### src/rtl/ipc_pkg.sv
package ipc_pkg;

    typedef enum logic [1:0] {
        BW_4  = 2'd0,
        BW_8  = 2'd1,
        BW_16 = 2'd2,
        BW_32 = 2'd3
    } bus_w_e;

    typedef enum logic [1:0] {
        CK_EVEN = 2'd0,
        CK_ODD  = 2'd1,
        CK_IQ   = 2'd2,
        CK_OFF  = 2'd3
    } chk_mode_e;

    typedef enum logic {
        ST_QUIET = 1'b0,
        ST_PEND  = 1'b1
    } irq_st_e;

    localparam logic [1:0] ADDR_CNT  = 2'd0;
    localparam logic [1:0] ADDR_CTRL = 2'd1;
    localparam logic [1:0] ADDR_STAT = 2'd2;

endpackage

### src/rtl/ipc_lane_eval.sv
module ipc_lane_eval
    import ipc_pkg::*;
#(
    parameter int DATA_W = 32
) (
    input  logic [1:0]          cfg_width,
    input  logic                cfg_ddr,
    input  logic [1:0]          cfg_mode,
    input  logic                word_vld,
    input  logic [DATA_W-1:0]   dat_rise,
    input  logic [DATA_W/2-1:0] dat_fall,
    input  logic [1:0]          par_rise,
    input  logic                par_fall,
    output logic                word_bad
);
    localparam int HALF = DATA_W / 2;
    localparam int QW   = DATA_W / 8;
    localparam int EW   = DATA_W / 4;
    localparam logic [HALF-1:0] MSK_Q = {{(HALF-QW){1'b0}}, {QW{1'b1}}};
    localparam logic [HALF-1:0] MSK_E = {{(HALF-EW){1'b0}}, {EW{1'b1}}};
    localparam logic [HALF-1:0] MSK_H = {HALF{1'b1}};

    function automatic logic lane_bad(input logic [HALF-1:0] d,
                                      input logic p, input logic odd);
        return (^d) ^ p ^ odd;
    endfunction

    logic [HALF-1:0] lo_mask;
    logic            odd_sel;
    logic            bad;

    always_comb begin
        unique case (bus_w_e'(cfg_width))
            BW_4:    lo_mask = MSK_Q;
            BW_8:    lo_mask = MSK_E;
            default: lo_mask = MSK_H;
        endcase
    end

    assign odd_sel = (chk_mode_e'(cfg_mode) == CK_ODD);

    always_comb begin
        bad = 1'b0;
        unique case (chk_mode_e'(cfg_mode))
            CK_EVEN, CK_ODD: begin
                if (cfg_ddr) begin
                    bad = lane_bad(dat_rise[HALF-1:0], par_rise[0], odd_sel)
                        | lane_bad(dat_fall, par_fall, odd_sel);
                end else begin
                    bad = lane_bad(dat_rise[HALF-1:0] & lo_mask, par_rise[0], odd_sel)
                        | ((bus_w_e'(cfg_width) == BW_32)
                           & lane_bad(dat_rise[DATA_W-1:HALF], par_rise[1], odd_sel));
                end
            end
            CK_IQ: begin
                if (cfg_ddr) bad = par_rise[0] | ~par_fall;
                else         bad = (par_rise != 2'b01);
            end
            default: bad = 1'b0;
        endcase
    end

    assign word_bad = word_vld & bad;

endmodule

### config.mk
export PLATFORM = sky130hd
export DESIGN_NAME = ipc_lane_eval
export DESIGN_NICKNAME = d
export VERILOG_FILES = /design/src/rtl/ipc_pkg.sv /design/src/rtl/ipc_lane_eval.sv
export SDC_FILE = /design/constraint.sdc
export NUM_CORES = 1
export LEC_CHECK = 0
export BUFFER_PORTS_ARGS = -buffer_cell sky130_fd_sc_hd__buf_2
export CORE_MARGIN = 2
export CORE_UTILIZATION = 35
export DETAILED_ROUTE_END_ITERATION = 10
export PLACE_DENSITY = 0.78
export SLEW_MARGIN = 10
export SYNTH_ARGS = -nofsm -noshare
export SYNTH_HDL_FRONTEND = slang
export SYNTH_SLANG_ARGS = --single-unit
### constraint.sdc
create_clock -name vclk -period 1.73
set_clock_uncertainty 0.15 [all_clocks]
set_input_delay 0.0865 -clock vclk [all_inputs]
set_output_delay 0.0865 -clock vclk [all_outputs]
set_load 0.02 [all_outputs]
==> reports/results.tsv <==
stage	metric	value	unit
status	run_status	finished with violations	
status	failed_checks	setup timing	
timing	final.hold.worst_slack	0.380	ns
timing	fmaxAchievable	516	MHz
timing	post-route-worst-setup-slack	-0.210	ns
worst_setup_path	worst_setup_path_startpoint	dat_rise[7]	
timing	final_report_setup_violation_count	1	
cells_and_area	antenna_cells_inserted	0	
global_routing	initial_antenna_violation_count	0	
place	gpl_congestion	0.676	
timing	timing.slew.headroom	80.0	%
drt	wl	1590	um
drt	drc	0	
die	width_of_the_die	45.7	um
synth	synth.cell_area	608	sq um
cells_and_area	layout.filler_cells	162	
cells_and_area	finish.net_count	187	
worst_setup_path	worstPathRequired	1.49	ns
place	place.detailed.hpwl	1400	um
drt	first_iter_violations	4	
global_routing	grt_max_degree	6	
worst_setup_path	critical_path.n_buffers_inverters	2	
global_routing	first_global_vias	623	
cells_and_area	final_cell_mix	sky130_fd_sc_hd__buf_2, sky130_fd_sc_hd__xnor2_1, sky130_fd_sc_hd__xor2_1, sky130_fd_sc_hd__xnor2_2	
cells_and_area	clock_buffer_count	0	
worst_setup_path	endpoint_kind	output pin	
timing	fin_crit	1.94	ns
pwr	vdd_ir_drop_max	263	uV
drt	routed-via-count	645	
timing	grt_setup_unrepaired	true	
worst_setup_path	crit_path_top_delay_cell	sky130_fd_sc_hd__xnor3_2	
cells_and_area	layout-drive-gt1-share	55.5	%
clock_tree	holdBufCountCts	0	
timing	final_clock_period_utilization_by_the_worst_path	112	%
die	floorplan.core_area	0.00167	sq mm
timing	timing.final.max_slew_violations	0	
cells_and_area	layout.area.seq	0	sq um
die	chipHeight	45.7	um
timing	finalSetupTns	-0.210	ns
drt	wire_per_inst	11.0	um
synth	synth_warnings	0	
synth	netlist_instances	67	
global_routing	grt_pass1_wl	2170	um
worst_setup_path	crit_path_cell_trace	buf_6 -> xnor2_2 -> xnor2_2 -> xnor3_2 -> mux2i_1 -> mux2i_1 -> o22ai_1 -> o21ai_2 -> buf_6	
place	io_buffer_count	58	
synth	synth_cell_types	16	
pwr	total_leakage_power	0.000518	uW
hold_path	timing.hold.worst.class	in -> out	
die	std_cell_rows	15	
cells_and_area	multi_input_comb_area	642	sq um
flow_run	cap_viol_max_count	0	
synth	synth_nets	124	
synth	post_synth.cell_area_avg	9.08	sq um
pwr	power.density_cell_area	545	mW/mm^2
drt	first_pass_iters	3	
global_routing	groute.usage.overall	13.6	%
worst_setup_path	worstPathArrival	1.70	ns
die	num_io_pins	58	
timing	timing_hold_violations_final	0	
timing	max_slew.worst_pin.slew	0.297	ns
worst_setup_path	path_delay_family	XOR/XNOR gates	
worst_setup_path	slowest_cell_delay_on_critical_path	0.49	ns
drt	routed_via_density	4.45	
worst_setup_path	setup.worst_path.class	in -> out	
global_routing	grt.overflow.total	0	
drt	post_drt_antenna_nets	0	
worst_setup_path	worstPathMaxFanout	3	
cells_and_area	syn_to_final_growth	67.1	%
worst_setup_path	cp-start-kind	input port	
synth	synth_sequential_area_ratio	0	%
pwr	total_power	554	uW
die	floorplan.die_area	0.00209	sq mm
cells_and_area	most_frequent_standard_cell_in_the_layout_excluding_fill_and_tap_cells	sky130_fd_sc_hd__buf_2	
cells_and_area	num_sequential	0	
hold_path	hp-start	word_vld	
die	initial_utilization	36.4	%
==> cells by family after synthesis <==
family / share of synthesized area, %
compound gates: 7.20
xor+xnor: 78.2
buf+inv: 1.85
mux: 4.94
simple gates: 7.82
==> final timing paths <==
| kind | end | slack [ns] | cells after the start |
|---|---|---|---|
| setup / recovery | word_bad | -0.21 | 9 |
| hold / removal | word_bad | 0.38 | 4 |
==> tightest hold or removal path, cell delays in order <==
cell                       delay [ns]
sky130_fd_sc_hd__buf_2           0.11
sky130_fd_sc_hd__nand2b_1        0.07
sky130_fd_sc_hd__o21ai_2         0.06
sky130_fd_sc_hd__buf_6           0.12
==> metrics by stage <==
| step | instance area (sq um) | util [%] | instances | setup slack, ns |
|---|---|---|---|---|
| 6_report | 1020 | 60.8 | 145 | -0.210 |
| 5_1_grt | 1020 | 60.8 | 145 | -0.282 |
| 4_1_cts | 938 | 56.2 | 144 | -0.195 |
| 3_5_place_dp | 938 | 56.2 | 144 | -0.184 |
| 3_3_place_gp | 938 | 56.2 | 144 | -0.181 |
| 2_1_floorplan | 612 | - | 67 | 0.0216 |
==> cells in the mapped netlist, types with 2 or more instances <==
cell type,n,area (sq um)
sky130_fd_sc_hd__nand2_1,4,15.0
sky130_fd_sc_hd__inv_1,3,11.3
sky130_fd_sc_hd__xor2_1,6,52.6
sky130_fd_sc_hd__xnor3_2,2,47.6
sky130_fd_sc_hd__nand2b_1,4,25.0
sky130_fd_sc_hd__xnor2_1,34,298
sky130_fd_sc_hd__mux2i_1,3,30.0
sky130_fd_sc_hd__xnor2_2,2,32.5
sky130_fd_sc_hd__xnor3_1,2,45.0
==> area by class of cell <==
class                           count  area share (%)
Multi-Input combinational cell     64            63.2
Timing Repair Buffer               61            33.6
Inverter                            3            1.11
Tap cell                           17            2.09
==> metal layers <==
layer	GRT usage, %	share of wire (%)	wire length (um)
met1	11.0	30	470
met2	33.8	66	1050
met3	0.397	4.2	67
met4	0	0	0
met5	0	0	0
==> repair_timing <==
action / CTS / global route
setup endpoints to repair: 1 / 1
hold endpoints to repair: 0 / 0
gates cloned: 0 / 0
pin swaps: 0 / 7
buffers inserted: 0 / 1
resized for setup: 0 / 11
==> report_power, final <==
group / switching (uW) / internal, uW
clock: 0 / 0
combinational: 214 / 340
sequential: 0 / 0
total: 214 / 340
Power figures use the tool's default switching activity.
